### config.mk
export PLATFORM = sky130hd
export DESIGN_NAME = res_chain_fifo
export DESIGN_NICKNAME = d
export VERILOG_FILES = /design/src/rtl/rcf_pkg.sv /design/src/rtl/rcf_link_decode.sv /design/src/rtl/rcf_free_scan.sv /design/src/rtl/res_chain_fifo.sv
export SDC_FILE = /design/constraint.sdc
export NUM_CORES = 1
export LEC_CHECK = 0
export BUFFER_PORTS_ARGS = -buffer_cell sky130_fd_sc_hd__buf_2
export CAP_MARGIN = 15
export CORE_ASPECT_RATIO = 1.1
export CORE_MARGIN = 5
export CORE_UTILIZATION = 60
export DETAILED_ROUTE_END_ITERATION = 7
export GPL_ROUTABILITY_DRIVEN = 0
export PLACE_DENSITY = 0.87
export SLEW_MARGIN = 20
export SYNTH_ARGS = -nofsm -noshare
export SYNTH_HDL_FRONTEND = slang
export SYNTH_HIERARCHICAL = 1
export SYNTH_SLANG_ARGS = --single-unit
### constraint.sdc
create_clock -name clk -period 5.8 [get_ports clk]
set_clock_uncertainty 0.15 [all_clocks]
set_input_delay 0 -clock clk [delete_from_list [all_inputs] [get_ports clk]]
set_output_delay 0 -clock clk [all_outputs]
set_load 0.01 [all_outputs]
### src/rtl/rcf_pkg.sv
package rcf_pkg;
    localparam int CW       = 16;
    localparam int RLD_LSB  = 0;
    localparam int RLD_W    = 2;
    localparam int LINK_BIT = 5;
    localparam int HOLD_BIT = 6;

    typedef struct packed {
        logic             hold;
        logic             link;
        logic [RLD_W-1:0] rld;
    } ctl_t;

    function automatic ctl_t ctl_decode(input logic [CW-1:0] w);
        ctl_t c;
        c.hold = w[HOLD_BIT];
        c.link = w[LINK_BIT];
        c.rld  = w[RLD_LSB +: RLD_W];
        return c;
    endfunction
endpackage

### src/rtl/rcf_link_decode.sv
module rcf_link_decode
    import rcf_pkg::*;
#(
    parameter int NREG = 8,
    localparam int IW  = $clog2(NREG)
) (
    input  logic [NREG-1:0][CW-1:0] ctrl_i,
    output logic [NREG-1:0]         is_out_o,
    output logic [NREG-1:0]         is_head_o,
    output logic [NREG-1:0][IW-1:0] out_idx_o,
    output logic [NREG-1:0][IW-1:0] head_idx_o,
    output logic [NREG-1:0]         hold_o,
    output logic [NREG-1:0]         cfg_err_o
);
    ctl_t [NREG-1:0] ctl;
    logic            unused_ctrl_bits;

    assign unused_ctrl_bits = ^ctrl_i;

    for (genvar g = 0; g < NREG; g++) begin : g_reg
        assign ctl[g] = ctl_decode(ctrl_i[g]);
        if (g == NREG - 1) begin : g_top
            assign is_head_o[g] = 1'b1;
        end else begin : g_mid
            assign is_head_o[g] = !ctl[g].link;
        end
        if (g == 0) begin : g_bot
            assign is_out_o[g] = 1'b1;
        end else begin : g_up
            assign is_out_o[g] = !ctl[g-1].link;
        end
        assign hold_o[g]    = ctl[g].hold && is_head_o[g];
        assign cfg_err_o[g] = !is_head_o[g] && (ctl[g].hold || (ctl[g].rld != '0));
    end

    always_comb begin
        logic [IW-1:0] run_lo;
        logic [IW-1:0] run_hi;
        run_lo = '0;
        for (int i = 0; i < NREG; i++) begin
            if (is_out_o[i]) run_lo = IW'(i);
            out_idx_o[i] = run_lo;
        end
        run_hi = IW'(NREG - 1);
        for (int i = NREG - 1; i >= 0; i--) begin
            if (is_head_o[i]) run_hi = IW'(i);
            head_idx_o[i] = run_hi;
        end
    end
endmodule

### src/rtl/rcf_free_scan.sv
module rcf_free_scan #(
    parameter int NREG = 8,
    localparam int IW  = $clog2(NREG)
) (
    input  logic [NREG-1:0] vld_i,
    input  logic [NREG-1:0] member_i,
    output logic            found_o,
    output logic [IW-1:0]   idx_o
);
    always_comb begin
        found_o = 1'b0;
        idx_o   = '0;
        for (int i = 0; i < NREG; i++) begin
            if (member_i[i] && !vld_i[i] && !found_o) begin
                found_o = 1'b1;
                idx_o   = IW'(i);
            end
        end
    end
endmodule

### src/rtl/res_chain_fifo.sv
module res_chain_fifo
    import rcf_pkg::*;
#(
    parameter int NREG = 8,
    parameter int DW   = 14,
    localparam int IW  = $clog2(NREG)
) (
    input  logic                    clk,
    input  logic                    rst_n,
    input  logic [NREG-1:0][CW-1:0] ctrl_i,
    input  logic                    res_valid_i,
    input  logic [IW-1:0]           res_sel_i,
    input  logic [DW-1:0]           res_data_i,
    output logic                    res_ready_o,
    input  logic [IW-1:0]           rd_sel_i,
    input  logic                    rd_take_i,
    output logic [DW-1:0]           rd_data_o,
    output logic [NREG-1:0]         vld_o,
    output logic [NREG-1:0]         full_o,
    output logic [NREG-1:0]         cfg_err_o
);
    typedef struct packed {
        logic [NREG-1:0]         vld;
        logic [NREG-1:0][DW-1:0] dat;
    } bank_t;

    bank_t st_q, st_d;

    logic [NREG-1:0]         is_out, is_head, hold;
    logic [NREG-1:0][IW-1:0] out_idx, head_idx;

    logic                    take_ok;
    logic [NREG-1:0]         shf_vld, up_vld, wr_mem;
    logic [NREG-1:0][DW-1:0] shf_dat, up_dat;
    logic [IW-1:0]           wr_head, wr_tgt, slot_idx;
    logic                    slot_found;

    rcf_link_decode #(.NREG(NREG)) u_links (
        .ctrl_i     (ctrl_i),
        .is_out_o   (is_out),
        .is_head_o  (is_head),
        .out_idx_o  (out_idx),
        .head_idx_o (head_idx),
        .hold_o     (hold),
        .cfg_err_o  (cfg_err_o)
    );

    // Clearing read of an output stage shifts its group down by one.
    always_comb begin
        take_ok = rd_take_i && is_out[rd_sel_i];
        up_vld  = {1'b0, st_q.vld[NREG-1:1]};
        up_dat  = {{DW{1'b0}}, st_q.dat[NREG-1:1]};
        shf_vld = st_q.vld;
        shf_dat = st_q.dat;
        for (int i = 0; i < NREG; i++) begin
            if (take_ok && (out_idx[i] == rd_sel_i)) begin
                shf_vld[i] = is_head[i] ? 1'b0 : up_vld[i];
                shf_dat[i] = up_dat[i];
            end
        end
        for (int i = 0; i < NREG; i++) begin
            wr_mem[i] = (out_idx[i] == out_idx[res_sel_i]);
        end
        wr_head = head_idx[res_sel_i];
    end

    rcf_free_scan #(.NREG(NREG)) u_scan (
        .vld_i    (shf_vld),
        .member_i (wr_mem),
        .found_o  (slot_found),
        .idx_o    (slot_idx)
    );

    assign res_ready_o = !(hold[wr_head] && !slot_found);

    always_comb begin
        st_d     = st_q;
        st_d.vld = shf_vld;
        st_d.dat = shf_dat;
        wr_tgt   = slot_found ? slot_idx : wr_head;
        if (res_valid_i && res_ready_o) begin
            st_d.vld[wr_tgt] = 1'b1;
            st_d.dat[wr_tgt] = res_data_i;
        end
    end

    always_ff @(posedge clk or negedge rst_n) begin
        if (!rst_n) st_q <= '0;
        else        st_q <= st_d;
    end

    always_comb begin
        logic run;
        run = 1'b0;
        for (int i = 0; i < NREG; i++) begin
            run       = st_q.vld[i] && (is_out[i] || run);
            full_o[i] = is_head[i] && run;
        end
    end

    assign vld_o     = st_q.vld;
    assign rd_data_o = st_q.dat[rd_sel_i];
endmodule

==> results of run 1 <==
-- worst min-delay path by stage --
stage / start / end / slack (ns) / cells past startpoint
2_1_floorplan: rst_n / st_q[0] / -0.45 / 0
3_3_place_gp: rst_n / st_q[7] / 0.06 / 1
3_5_place_dp: rst_n / st_q[7] / 0.06 / 1
4_1_cts: rd_take_i / vld_o[1] / 0.09 / 6
5_1_grt: rd_take_i / vld_o[1] / 0.13 / 6
6_report: rd_take_i / vld_o[1] / 0.1 / 6
-- area by class of cell --
| cell class | instances | area [µm²] | area share (%) |
|---|---|---|---|
| Inverter | 15 | 56.3 | 0.560 |
| Clock inverter | 10 | 55.1 | 0.547 |
| Tap cell | 196 | 245 | 2.44 |
| Sequential cell | 120 | 3000 | 29.9 |
| Clock buffer | 22 | 454 | 4.52 |
| Multi-Input combinational cell | 556 | 5510 | 54.7 |
| Timing Repair Buffer | 123 | 738 | 7.34 |
-- flip-flops by register name (all words and copies together) (netlist names) --
name	cells
vld_o	8
st_q	112
-- layer usage --
| metal | vias to the layer above | track usage (%) | wire length [µm] | share of wire, % |
|---|---|---|---|---|
| met4 | 0 | 11.0 | 639 | 2.7 |
| met3 | 67 | 5.75 | 1720 | 7.3 |
| li1 | 2883 | - | - | - |
| met2 | 336 | 44.5 | 11600 | 49 |
| met1 | 3366 | 35.1 | 9560 | 41 |
| met5 | - | 0 | 0 | 0 |
-- placed cells by master, fill, tap and decap left out, drive strengths merged, types with 2 or more instances in the layout --
master and n:
nor2b 18, nor2 30, or2 2, and2b 4
nand3 38, and2 6, mux2 220, conb 17
o31ai 2, clkinvlp 2, buf 108, mux4 42
dfrtp 120, mux2i 10, inv 15, nand4 2
xnor2 40, o2bb2ai 14, dlygate4sd3 15, clkbuf 22
nand2 23, o21ai 7, a21o 3, clkinv 8
and3 4, a21oi 23, nand2b 15, nand3b 2
nor3 21, o31a 2
-- kinds of logic after synthesis --
kind of cell | count (synthesis)
AOI/OAI and AO/OA | 61
xor gates and xnor gates | 40
buffers and inverters | 90
DFF | 120
muxes | 272
other | 2
and+or+nand+nor | 166
-- metrics by stage --
step	utilization [%]	cell area [µm²]	setup slack [ns]	hold slack (ns)	power (µW)
6_report	67.6	10100	0.949	0.0978	4410
5_1_grt	67.6	10100	0.754	0.126	4630
4_1_cts	67.6	10100	1.13	0.0855	4380
3_5_place_dp	63.2	9400	0.736	0.0633	3410
3_3_place_gp	63.2	9400	0.749	0.0582	3310
2_1_floorplan	-	9040	1.53	-0.446	3000
-- what timing repair did --
action	in CTS	in global routing
setup buffers	0	0
endpoints found under the setup margin	0	0
hold buffers	15	0
hold endpoints to repair	188	0
gates resized for setup	0	0
-- power groups by stage --
stage          clock network [µW]  registers, µW  logic (µW)
6_report                      914           1550        1950
5_1_grt                       961           1590        2080
4_1_cts                       914           1530        1940
3_5_place_dp                    0           1530        1880
3_3_place_gp                    0           1500        1810
2_1_floorplan                   0           1430        1570
-- worst min-delay path, cell delays in order --
cell and delay, ns:
buf_2 0.17, nand3_1 0.11, a21oi_2 0.05, nor2_1 0.08
a31o_2 0.12, nand2b_1 0.10
==> summary.md, run 1 <==
| Metric | Value |
|---|---|
| Post-DR vias/cell | `6.38` |
| Worst-Margin Slew | `0.988 ns` |
| H-tree levels | `4` |
| Power Internal | `2920 µW` |
| Sequential share of power | `35.1%` |
| CTS Buf Count | `17` |
| Worst Reg-to-Reg Cells | `11` |
| Final setup viols | `0` |
| R2R Path End | `st_q[105]` |
| Peak supply drop | `0.336 mV` |
| Leakage | `0.00437 µW` |
| Reg-to-reg startpoint | `vld_o[1]` |
| Tmin final | `4.85 ns` |
| Post-synthesis adder-cell area fraction | `0%` |
| Register area share after synthesis | `33.4%` |
| Achievable frequency | `206 MHz` |
| Kind of cell adding the most delay to the critical path | `simple AND/OR/NAND/NOR gates` |
| Switching Fraction | `33.7%` |
| Worst skew pair latency | `0.41 ns` |
| Critical path's largest stage delay | `0.53 ns` |
| Post-DRT Antenna Nets | `0` |
| Critical path class | `input pin to flip-flop` |
| Area of the die | `17500 µm²` |
| Synth top area cells | `dfrtp_1, mux2_2, mux4_2` |
| Comb pwr share | `44.1%` |
| Xor and xnor fraction of the mapped netlist area | `3.90%` |
| Port bufs | `90` |
| Cell variety after synth | `54` |
| Synth warn | `6` |
| Commonest cells in the synthesized netlist | `mux2_2, dfrtp_1, mux4_2` |
| Layout cells sized above 1 | `47.6%` |
| Critical path data required time | `5.98 ns` |
| Io pins | `191` |
| Hold Crit Class | `input pin to flip-flop` |
| Die height | `138 µm` |
| Final Non-Filler Cells | `1042` |
| Async S/R FF share, synth | `100%` |
| Top-count cell post-synth | `mux2_2` |
| Dpl cells | `995` |
| Clock Sinks | `120` |
| Final Slew Violations | `0` |
| Crit path launch | `ctrl_i[37]` |
| Clock network power share | `20.7%` |
| Synth Register Bits | `120` |
| Endpoints failing hold | `0` |
| Clock Pin Slew Worst Setup and Hold Paths | `0.05 ns` |
| Post-Synth Simple-Gate Area | `9.60%` |
| Deepest clock path buffer count | `2` |
| Initial antenna violation count | `0` |
| CP Buf/Inv Count | `3` |
| Avg WL per Cell | `22.6 µm` |
| Drt first pass iters | `5` |
| CTS tree | `built` |
| Root Buffer | `clkbuf_16` |
| Crit path arrival time | `5.03 ns` |
| CP max-delay cell | `mux2i_1` |
| Vias | `6652` |
| Syn Inst Count | `751` |
| ANT cells | `0` |
| P&R area growth vs syn | `11.9%` |
| Psw | `1480 µW` |
| Compound-Gate Fraction of Synth Area | `5.87%` |
| Setup crit end kind | `flip-flop` |
| Cell taking the most area after synthesis | `dfrtp_1` |
| Filler Cell Count | `1024` |
| Top-area cell type share of the netlist area | `33.4%` |
| Setup TNS | `0 ns` |
| Max transition margin | `34.1%` |
| # Max-Cap Violations | `0` |
| Setup slack, reg-to-reg | `2.15 ns` |
| Critical Path Start Type | `input pin` |
| Mapped Avg Cell Area | `12.0 µm²` |
| Critical Path End | `st_q[105]` |
| Vias in the first global route | `6958` |
| Multiplexer fraction of the synthesized cell area | `40.9%` |
| Status | `completed` |
| Unrepaired setup endpoints after global routing | `no` |
| Critical-path cell list | `buf_2 > nand2_1 > nand3_1 > nand3_1 > mux4_2 > mux2i_1 > buf_4 > xnor2_1 > nor3_1 > nor2b_1 > or4_4 > o32ai_2 > nand2_1 > or2_2 > o21ai_1 > buf_4 > o2bb2ai_1` |
| FP Rows | `47` |
| Final worst-path cycle share | `83.6%` |
| Total congestion overflow | `0` |
| Crit-path max FO | `15` |
| EDFF count, synth | `0` |
| DP HPWL | `14.6 mm` |
| Largest net degree at the start of global routing | `78` |
| Area of the core | `14900 µm²` |
| Iter 0 DRT Violations | `796` |
| Top_reg_cell synth | `dfrtp_1` |
| Starting Density | `60.4%` |
| DRC | `0` |
| First-pass GRT wire length | `37.6 mm` |
| Largest family of logic cells by synthesized area | `multiplexers` |
| Detailed Route WL | `23.5 mm` |
| Fin nets | `985` |
| Stages on the worst setup path | `17` |
| Die W | `127 µm` |
| Cell Area, Synth | `8990 µm²` |
| Tot GR Track Use | `27.1%` |
| Cell area power density | `438 nW/µm²` |
No activity file was read; power rests on OpenSTA's default activity.
==> run 2, diff against run 1 <==
--- a/config.mk
+++ b/config.mk
@@ -9,10 +9,10 @@
 export CAP_MARGIN = 15
 export CORE_ASPECT_RATIO = 1.1
 export CORE_MARGIN = 5
-export CORE_UTILIZATION = 60
+export CORE_UTILIZATION = 56
 export DETAILED_ROUTE_END_ITERATION = 7
 export GPL_ROUTABILITY_DRIVEN = 0
-export PLACE_DENSITY = 0.87
+export PLACE_DENSITY = 0.82
 export SLEW_MARGIN = 20
 export SYNTH_ARGS = -nofsm -noshare
 export SYNTH_HDL_FRONTEND = slang
==> constraint.sdc (replaced) <==
create_clock -name clk -period 4.8 [get_ports clk]
set_clock_uncertainty 0.15 [all_clocks]
set_input_delay 0 -clock clk [delete_from_list [all_inputs] [get_ports clk]]
set_output_delay 0 -clock clk [all_outputs]
set_load 0.01 [all_outputs]
==> summary.md, run 2 (synthesis results as in run 1) <==
| Metric | Value |
|---|---|
| CTS tree | `built` |
| Peak supply drop | `0.362 mV (+7.6%)` |
| H-tree levels | `4 (unchanged)` |
| Final Non-Filler Cells | `1058 (+1.5%)` |
| Io pins | `191 (unchanged)` |
| Vias | `6468 (-2.8%)` |
| Clock Sinks | `120 (unchanged)` |
| Leakage | `0.00447 µW (+2.4%)` |
| Die W | `131 µm (+3.2%)` |
| P&R area growth vs syn | `14.2%` |
| Largest net degree at the start of global routing | `81 (+3.8%)` |
| Clock Pin Slew Worst Setup and Hold Paths | `0.05 ns (about the same)` |
| Vias in the first global route | `6845 (-1.6%)` |
| Worst skew pair latency | `0.41 ns (about the same)` |
| Critical Path Start Type | `input pin` |
| Worst-Margin Slew | `0.805 ns (-0.183 ns)` |
| Post-DR vias/cell | `6.11 (-4.2%)` |
| Critical path class | `input pin to flip-flop` |
| Crit path arrival time | `4.39 ns (-0.64 ns)` |
| Drt first pass iters | `5 (unchanged)` |
| ANT cells | `0 (unchanged)` |
| Total congestion overflow | `0 (unchanged)` |
| Post-CTS Resized | `0 (unchanged)` |
| # Max-Cap Violations | `0 (unchanged)` |
| Port bufs | `90 (unchanged)` |
| Final setup viols | `0 (unchanged)` |
| Most frequent cells in the layout | `mux2_2, dfrtp_1, buf_2` |
| First-pass GRT wire length | `37.1 mm (-1.3%)` |
| Status | `completed` |
| Deepest clock path buffer count | `2 (unchanged)` |
| Setup TNS | `0 ns (unchanged)` |
| Avg WL per Cell | `21.9 µm (-3.0%)` |
| Unrepaired setup endpoints after global routing | `no` |
| Tot GR Track Use | `25.9% (-1.2 points)` |
| Area of the core | `15700 µm² (+5.8%)` |
| Final Slew Violations | `0 (unchanged)` |
| Layout cells sized above 1 | `48.7% (+1.1 points)` |
| Critical path data required time | `4.94 ns (-1.04 ns)` |
| Detailed Route WL | `23.2 mm (-1.5%)` |
| FP Rows | `48 (+2.1%)` |
| Die height | `143 µm (+3.3%)` |
| Crit-path max FO | `15 (unchanged)` |
| Fin nets | `998 (+1.3%)` |
| Cell area power density | `534 nW/µm² (+22%)` |
| Setup crit end kind | `flip-flop` |
| Post-layout util | `65.2% (-2.4 points)` |
| DP HPWL | `14.6 mm (about the same)` |
| Final worst-path cycle share | `88.6%` |
| DRC | `0 (unchanged)` |
| Initial antenna violation count | `0 (unchanged)` |
| Area of the die | `18700 µm² (+6.6%)` |
| Root Buffer | `clkbuf_16` |
| Post-CTS Setup Repair Bufs | `0 (unchanged)` |
| CTS Buf Count | `17 (unchanged)` |
| Iter 0 DRT Violations | `582 (-27%)` |
| Hold Crit Class | `input pin to async pin` |
| Most common cell after layout, fill and taps aside | `mux2_2` |
| Top reg by flops | `st_q` |
| Largest register FFs | `112 (unchanged)` |
| Post-DRT Antenna Nets | `0 (unchanged)` |
| Starting Density | `57.1% (-3.3 points)` |
| Max transition margin | `46.3% (+12 points)` |
| Endpoints failing hold | `0 (unchanged)` |
| Tmin final | `4.25 ns` |
| Dpl cells | `1012 (+1.7%)` |
| Achievable frequency | `235 MHz` |
run 2: changes by cell type in the layout (fill, tap and decap cells not counted):
| cell | change |
|---|---|
| clkinv_2 | -3 |
| buf_12 | +3 |
| clkbuf_1 | -3 |
| bufinv_16 | +1 |
| clkbuf_8 | +4 |
| buf_4 | +9 |
| buf_6 | +1 |
run 2: final cells by class:
cell class | instances | area, µm²
repair buffers | 136 | 877
well taps | 200 | 250
clock buffers | 23 | 498
flip-flops and latches | 120 | 3000
inverters | 15 | 56.3
multi-input cells | 556 | 5510
fillers | 1146 | 5470
clock inverters | 8 | 70.1
run 2: layer usage:
layer	up-vias	part of all wire [%]	track usage, %
li1	2907	-	-
met1	3208	40	34.1
met2	284	50	42.2
met3	69	7.2	4.75
met4	0	3.2	11.0
met5	-	0	0
run 2: path summary, 6_finish.rpt:
path                             from         to  depth (start not counted)  slack, ns
min in group clk            rd_take_i   vld_o[7]                          4       0.08
min                             rst_n   st_q[26]                          2       0.05
max reg2reg                  vld_o[5]   st_q[73]                         10       1.50
min reg2reg                 st_q[111]  st_q[111]                          2       0.41
max                        ctrl_i[85]   st_q[73]                         17       0.55
max in group asynchronous       rst_n   st_q[33]                          3       3.39
run 2: repair_timing:
| action | in CTS | in global routing |
|---|---|---|
| endpoints found under the hold margin | 191 | 0 |
| setup endpoints to repair | 0 | 0 |
| hold buffers | 15 | 0 |
run 2: power by group:
group / leakage (µW) / total [µW] / switching (µW) / internal (µW)
combinational: 0.00272 / 2390 / 971 / 1410
clock: 0.000281 / 1220 / 449 / 772
sequential: 0.00147 / 1870 / 375 / 1500
run 2: worst max-delay path: stages:
cell	delay [ns]
buf_2	0.17
nand2_1	0.13
inv_1	0.11
nand3_1	0.17
mux4_2	0.53
mux2i_1	0.52
buf_4	0.26
xnor2_1	0.06
nor3_1	0.21
nor2b_1	0.28
or4_4	0.20
nand2b_1	0.19
nand2b_1	0.16
nor3_1	0.07
a22o_2	0.36
a21oi_4	0.57
mux2_2	0.42
run 2: through the flow:
step / hold WS [ns] / worst slack, ns / total power (µW) / instance area (µm²)
after CTS: 0.0612 / 0.591 / 5470 / 10300
after global routing: 0.130 / 0.263 / 5770 / 10300
after floorplan: -0.446 / 0.528 / 3630 / 9040
after global placement: 0.0797 / 0.278 / 4080 / 9540
final: 0.0516 / 0.549 / 5480 / 10300
after detailed placement: 0.0831 / 0.184 / 4190 / 9540
